<file path="src/rtl/wavegen_pkg.sv">
package wavegen_pkg;

    localparam int PHASE_W  = 32;
    localparam int SAMPLE_W = 8;
    localparam int LUT_AW   = 6;
    localparam int MAG_W    = 7;

    typedef enum logic [1:0] {
        WAVE_SAW    = 2'b00,
        WAVE_SINE   = 2'b01,
        WAVE_SQUARE = 2'b10,
        WAVE_TRI    = 2'b11
    } wave_e;

    typedef logic [SAMPLE_W-1:0] sample_t;
    typedef logic [MAG_W-1:0]    mag_t;
    typedef logic [LUT_AW-1:0]   lut_addr_t;

    typedef struct packed {
        logic [1:0] quad;
        lut_addr_t  addr;
    } sine_idx_t;

    localparam sample_t MIDSCALE = sample_t'(1 << (SAMPLE_W - 1));

    // Quarter-wave magnitudes: round(127*sin(pi/2*(a+0.5)/64))
    function automatic mag_t quarter_mag(input lut_addr_t a);
        mag_t m;
        case (a)
            6'd0:  m = 7'd2;   6'd1:  m = 7'd5;   6'd2:  m = 7'd8;   6'd3:  m = 7'd11;
            6'd4:  m = 7'd14;  6'd5:  m = 7'd17;  6'd6:  m = 7'd20;  6'd7:  m = 7'd23;
            6'd8:  m = 7'd26;  6'd9:  m = 7'd29;  6'd10: m = 7'd32;  6'd11: m = 7'd35;
            6'd12: m = 7'd38;  6'd13: m = 7'd41;  6'd14: m = 7'd44;  6'd15: m = 7'd47;
            6'd16: m = 7'd50;  6'd17: m = 7'd53;  6'd18: m = 7'd56;  6'd19: m = 7'd58;
            6'd20: m = 7'd61;  6'd21: m = 7'd64;  6'd22: m = 7'd67;  6'd23: m = 7'd69;
            6'd24: m = 7'd72;  6'd25: m = 7'd74;  6'd26: m = 7'd77;  6'd27: m = 7'd79;
            6'd28: m = 7'd82;  6'd29: m = 7'd84;  6'd30: m = 7'd86;  6'd31: m = 7'd89;
            6'd32: m = 7'd91;  6'd33: m = 7'd93;  6'd34: m = 7'd95;  6'd35: m = 7'd97;
            6'd36: m = 7'd99;  6'd37: m = 7'd101; 6'd38: m = 7'd103; 6'd39: m = 7'd105;
            6'd40: m = 7'd106; 6'd41: m = 7'd108; 6'd42: m = 7'd110; 6'd43: m = 7'd111;
            6'd44: m = 7'd113; 6'd45: m = 7'd114; 6'd46: m = 7'd115; 6'd47: m = 7'd117;
            6'd48: m = 7'd118; 6'd49: m = 7'd119; 6'd50: m = 7'd120; 6'd51: m = 7'd121;
            6'd52: m = 7'd122; 6'd53: m = 7'd123; 6'd54: m = 7'd124; 6'd55: m = 7'd124;
            6'd56: m = 7'd125; 6'd57: m = 7'd125; 6'd58: m = 7'd126; 6'd59: m = 7'd126;
            6'd60: m = 7'd127; 6'd61: m = 7'd127; 6'd62: m = 7'd127; default: m = 7'd127;
        endcase
        return m;
    endfunction

endpackage

</file>
<file path="src/rtl/wg_phase_acc.sv">
module wg_phase_acc #(
    parameter int PHASE_W = 32
) (
    input  logic               clk,
    input  logic               rst,
    input  logic [PHASE_W-1:0] step,
    output logic [PHASE_W-1:0] phase
);

    logic [PHASE_W-1:0] phase_q;

    always_ff @(posedge clk) begin
        if (rst) phase_q <= '0;
        else     phase_q <= phase_q + step;
    end

    assign phase = phase_q;


    phase_step_chk: assert property (@(posedge clk) disable iff (rst)
        !$past(rst) |-> phase_q == $past(phase_q) + $past(step));


    phase_clear_chk: assert property (@(posedge clk) disable iff (rst)
        $past(rst) |-> phase_q == '0);

endmodule

</file>
<file path="src/rtl/wg_sine_quarter.sv">
module wg_sine_quarter
    import wavegen_pkg::*;
#(
    parameter int PHASE_W = 32
) (
    input  logic [PHASE_W-1:0] phase,
    output sample_t            y
);

    localparam int IDX_W = 2 + LUT_AW;

    sine_idx_t idx;
    lut_addr_t addr_eff;
    mag_t      mag;

    assign idx      = sine_idx_t'(phase[PHASE_W-1 -: IDX_W]);
    assign addr_eff = idx.quad[0] ? ~idx.addr : idx.addr;
    assign mag      = quarter_mag(addr_eff);

    always_comb begin
        if (idx.quad[1]) y = MIDSCALE - sample_t'(mag);
        else             y = MIDSCALE + sample_t'(mag);
    end

endmodule

</file>
<file path="src/rtl/wg_shaper.sv">
module wg_shaper
    import wavegen_pkg::*;
#(
    parameter int PHASE_W = 32
) (
    input  logic [PHASE_W-1:0]  phase,
    input  logic [1:0]          mode,
    input  logic [SAMPLE_W-1:0] duty,
    output sample_t             y
);

    localparam int TRI_W = SAMPLE_W + 1;

    sample_t           saw_y, sine_y, sq_y, tri_y;
    logic [TRI_W-1:0]  tri_t;
    logic [SAMPLE_W:0] sq_thresh;

    assign saw_y = phase[PHASE_W-1 -: SAMPLE_W];

    wg_sine_quarter #(.PHASE_W(PHASE_W)) u_sine (
        .phase (phase),
        .y     (sine_y)
    );

    assign sq_thresh = (SAMPLE_W+1)'(1 << SAMPLE_W) - {1'b0, duty};
    assign sq_y      = ({1'b0, saw_y} >= sq_thresh) ? '1 : '0;

    assign tri_t = phase[PHASE_W-1 -: TRI_W];
    assign tri_y = tri_t[SAMPLE_W] ? ~tri_t[SAMPLE_W-1:0] : tri_t[SAMPLE_W-1:0];

    always_comb begin
        unique case (wave_e'(mode))
            WAVE_SAW:    y = saw_y;
            WAVE_SINE:   y = sine_y;
            WAVE_SQUARE: y = sq_y;
            default:     y = tri_y;
        endcase
    end

endmodule

</file>
<file path="src/rtl/wavegen_nco.sv">
module wavegen_nco
    import wavegen_pkg::*;
#(
    parameter int PHASE_W = wavegen_pkg::PHASE_W
) (
    input  logic                clk,
    input  logic                rst,
    input  logic [1:0]          mode,
    input  logic [PHASE_W-1:0]  ftw,
    input  logic [SAMPLE_W-1:0] duty,
    output logic [SAMPLE_W-1:0] sample
);

    logic [PHASE_W-1:0] phase;
    sample_t            next_y;
    sample_t            sample_q;

    wg_phase_acc #(.PHASE_W(PHASE_W)) u_acc (
        .clk   (clk),
        .rst   (rst),
        .step  (ftw),
        .phase (phase)
    );

    wg_shaper #(.PHASE_W(PHASE_W)) u_shape (
        .phase (phase),
        .mode  (mode),
        .duty  (duty),
        .y     (next_y)
    );

    always_ff @(posedge clk) begin
        if (rst) sample_q <= MIDSCALE;
        else     sample_q <= next_y;
    end

    assign sample = sample_q;


    reset_mid_chk: assert property (@(posedge clk) disable iff (rst)
        $fell(rst) |-> sample_q == MIDSCALE);


    square_level_chk: assert property (@(posedge clk) disable iff (rst)
        (!$past(rst) && $past(mode) == 2'b10) |-> (sample_q == '0 || sample_q == '1));


    sine_nonzero_chk: assert property (@(posedge clk) disable iff (rst)
        (!$past(rst) && $past(mode) == 2'b01) |-> sample_q != '0);

endmodule

</file>
<file path="config.mk">
export PLATFORM = sky130hd
export DESIGN_NAME = wavegen_nco
export DESIGN_NICKNAME = d
export VERILOG_FILES = /design/src/rtl/wavegen_pkg.sv /design/src/rtl/wg_phase_acc.sv /design/src/rtl/wg_sine_quarter.sv /design/src/rtl/wg_shaper.sv /design/src/rtl/wavegen_nco.sv
export SDC_FILE = /design/constraint.sdc
export NUM_CORES = 1
export LEC_CHECK = 0
export BUFFER_PORTS_ARGS = -buffer_cell sky130_fd_sc_hd__buf_2
export CELL_PAD_IN_SITES_DETAIL_PLACEMENT = 1
export CELL_PAD_IN_SITES_GLOBAL_PLACEMENT = 1
export CORE_UTILIZATION = 48
export DETAILED_ROUTE_END_ITERATION = 10
export PLACE_DENSITY = 0.89
export SLEW_MARGIN = 10
export SYNTH_ARGS = -nofsm -noshare
export SYNTH_HDL_FRONTEND = slang
export SYNTH_SLANG_ARGS = --single-unit
</file>
<file path="constraint.sdc">
create_clock -name clk -period 9.45 [get_ports clk]
set_input_delay 0 -clock clk [delete_from_list [all_inputs] [get_ports clk]]
set_output_delay 0 -clock clk [all_outputs]
set_load 0.1 [all_outputs]
</file>
==> results.md <==
* First-pass GRT wire length at 23.2 mm
* PD cells at 383 nW/µm²
* Synth Flop Type: dfxtp_1
* Power share of the sequential group at 16.2%
* DIE WIDTH at 97.9 µm
* Post-synthesis cell type count at 78
* Dpl hpwl at 10.1 mm
* Fin crit share at 38.2%
* Largest net degree at the start of global routing at 44
* Sequential share of the synthesized area at 18.2%
* Status: finished, violations left
* Post-synth top area cell: dfxtp_1
* Mux cell area share after synthesis at 4.03%
* RSZ-0062 raised after global routing: false
* Max Root-Sink Buffers at 2
* Die area at 9580 µm²
* Violations in the final reports: DRC
* Setup TNS Final at 0 ns
* TritonRoute pass-1 iters at 8
* Post-CTS Hold Fix Bufs at 0
* Top post-synthesis cells by area: dfxtp_1 18%, ha_1 14%, nor2_1 5.1%, a21oi_1 5.0%, xnor2_1 4.0%
* Crit-path leading delay family: compound AO/OA/AOI/OAI gates
* Synth Area in Adders at 14.1%
* Later-pin clock latency in the skew report at 0.31 ns
* FF+latch count, synth at 40
* Comb power frac at 75.1%
* Simple-Gate Fraction of Synth Area at 19.9%
* Crit path arrival time at 3.76 ns
* Mapped Avg Cell Area at 7.67 µm²
* IO Count at 52
* Async SR Flop Fraction at 0%
* Inserted Clock Buffers at 5
* # diodes at 0
* Mapped Cells at 575
* Crit path time final at 3.61 ns
* Layout area overhead at 9.13%
* Least-Margin Pin Slew at 0.919 ns
* Net Sw Frac at 54.2%
* Max Freq at 0.277 GHz
* Static Leak at 2.15 nW
* Post-synth EDFFs at 0
* Initial antenna violation count at 0
* Wirelength per Cell at 19.3 µm
* Clk root buf: clkbuf_8
* Cells after DPL at 710
* Fin nets at 702
* Post-CTS setup buffer count at 0
* Setup violations, final at 0
* Internal power at 0.000844 W
* Total gr overflow at 0
* Final Hold Fails at 0
* Final Max Tran Viols at 0
* Main combinational cell family by area after synthesis: compound AO/OA/AOI/OAI gates
* Sequential cell area at 801 µm²
* Routed WL at 13.9 mm
* Top-area cell type share of the netlist area at 18.2%
* CTS resizes at 0
* Place WS at 5.91 ns
* Crit path max fanout at 42
* Worst Setup Start Kind: register
* Critical path's slowest cell: a2111oi_0
* Clock power frac at 8.7%
* Peak supply drop at 0.170 mV
* Row Count at 34
* Post-route ant nets at 0
* Max stage delay on crit path at 0.41 ns
* Gp weighted congestion at 0.987
* TritonCTS Sinks at 40
* DRC errors left at 2
* Via-to-Cell Ratio at 6.38
* Total Routing Usage GR at 29.5%
* PortBufs at 51
* Core outline area at 8810 µm²
* Final setup margin at 5.84 ns
* Cell Area, Synth at 4410 µm²
* Die height at 97.9 µm
* Synth warn at 0
* Initial DRC Count at 275
* Crit-path cells: buf_4 -> inv_2 -> nand2_1 -> and2_1 -> inv_1 -> ha_1 -> nor4b_1 -> a311oi_1 -> a21oi_1 -> o32ai_1 -> inv_2 -> ha_1 -> a2111oi_0 -> a2111oi_0
* DP Area at 4690 µm²
* Vias in the first global route at 4775
* Slew HR at 38.4%
* Tightest Hold Check Type: in -> reg
* Compound-gate portion of the synthesized area at 30.6%
* Max Cap Viol at 0
* H-tree lvl count at 2
* Clock skew at 0.0129 ns
* Worst Setup End Kind: register
* Top cells by count, synth: 60 x nor2_1, 48 x ha_1, 44 x a21oi_1, 40 x dfxtp_1, 33 x nand2_1
* Final std cells w/o fill at 718
* WP data required at 9.60 ns
* Synth Area in XOR/XNOR at 7.12%
* WP buf/inv at 4
* Count leader, synth: nor2_1
* Syn_nets at 668
* Fraction of layout cells with a size suffix above 1 at 13.1%
* CTS tree: yes
* Clock transition at path regs at 0.09 ns
* Multi-input logic area at 3340 µm²
* Psw at 0.000998 W
* Crit Path Category: reg -> reg
* Initial core utilization at 50.1%
* Via count at 4581
* Non-Filler Cell Area, Final at 4810 µm²
* # fillers at 1151
## cell usage in the layout (no fill, tap or decap), types with 4 or more instances in the layout
cell type   n
nor3_1     14
a21o_1     21
dfxtp_1    40
a21oi_1    44
o31ai_1     8
o21a_1      8
o21ai_0    24
a31oi_1    11
nand2b_1   11
and2_1      5
o21ai_1     8
inv_2       5
nor2_1     60
ha_1       48
o211ai_1    8
a211oi_1   15
nand2_1    33
buf_4       4
mux2i_1     5
and3_1      5
xor2_1     14
nor2b_1    14
xnor2_1    20
inv_1      29
clkbuf_8    7
o21bai_1    4
a311oi_1    4
buf_2      51
nand3_1    16
## area by class of cell
cell class                 instances  share of cell area [%]
multi-input combinational        473                    69.4
sequential                        40                    16.6
timing repair buffer              55                    5.93
tap                              108                    2.81
inverter                          34                    2.65
clock buffer                       7                    2.00
clock inverter                     1                   0.624
## per-stage QoR
stage,total power [W],hold slack [ns],utilization [%]
after floorplan,0.00135,0.179,-
after CTS,0.00182,0.0263,54.7
after global routing,0.00198,0.0554,54.7
after global placement,0.00159,0.336,53.2
final,0.00184,0.0265,54.7
after detailed placement,0.00164,0.351,53.2
## worst reg2reg max path, stage by stage, from the launching register on
cell	delay, ns
dfxtp_1	0.32
buf_4	0.39
inv_2	0.23
nand2_1	0.13
and2_1	0.24
inv_1	0.11
ha_1	0.36
nor4b_1	0.35
a311oi_1	0.09
a21oi_1	0.19
o32ai_1	0.16
inv_2	0.12
ha_1	0.23
a2111oi_0	0.41
a2111oi_0	0.12
## worst paths after layout
path / startpoint / end / slack, ns / depth (start not counted)
worst max-delay path: u_acc.phase[30] / sample[1] / 5.84 / 14
worst min-delay path: ftw[0] / u_acc.phase[0] / 0.03 / 3
worst max register to register: u_acc.phase[30] / sample[1] / 5.84 / 14
worst min register to register: u_acc.phase[0] / u_acc.phase[0] / 0.57 / 2
## kinds of logic (layout without fill, tap and decap cells)
logic type,count (synthesis),after routing
flip-flops,40,40
XOR/XNOR,35,35
AND/OR/NAND/NOR,179,179
adder cells (fa/ha/maj),49,49
AO/OA/AOI/OAI,196,196
multiplexers,14,14
buffers and inverters,62,97
## metal layers
metal	global-route usage, %	routed length (µm)	vias to the layer above
li1	-	-	2185
met1	37.0	6030	2224
met2	51.2	6800	135
met3	4.01	672	37
met4	11.0	361	0
met5	0	0	-
## flip-flops by register name, summed over array words and instances, names as in the netlist
| name | count |
|---|---|
| sample | 8 |
| u_acc.phase | 32 |
## power by group through the flow
stage                     combinational, W  clock [W]  sequential [W]
after floorplan                   0.000998          0        0.000350
after global placement             0.00129          0        0.000297
after detailed placement           0.00134          0        0.000301
after CTS                          0.00136   0.000163        0.000297
after global routing               0.00150   0.000169        0.000305
final                              0.00138   0.000161        0.000298
(Power assumes the default switching activity.)
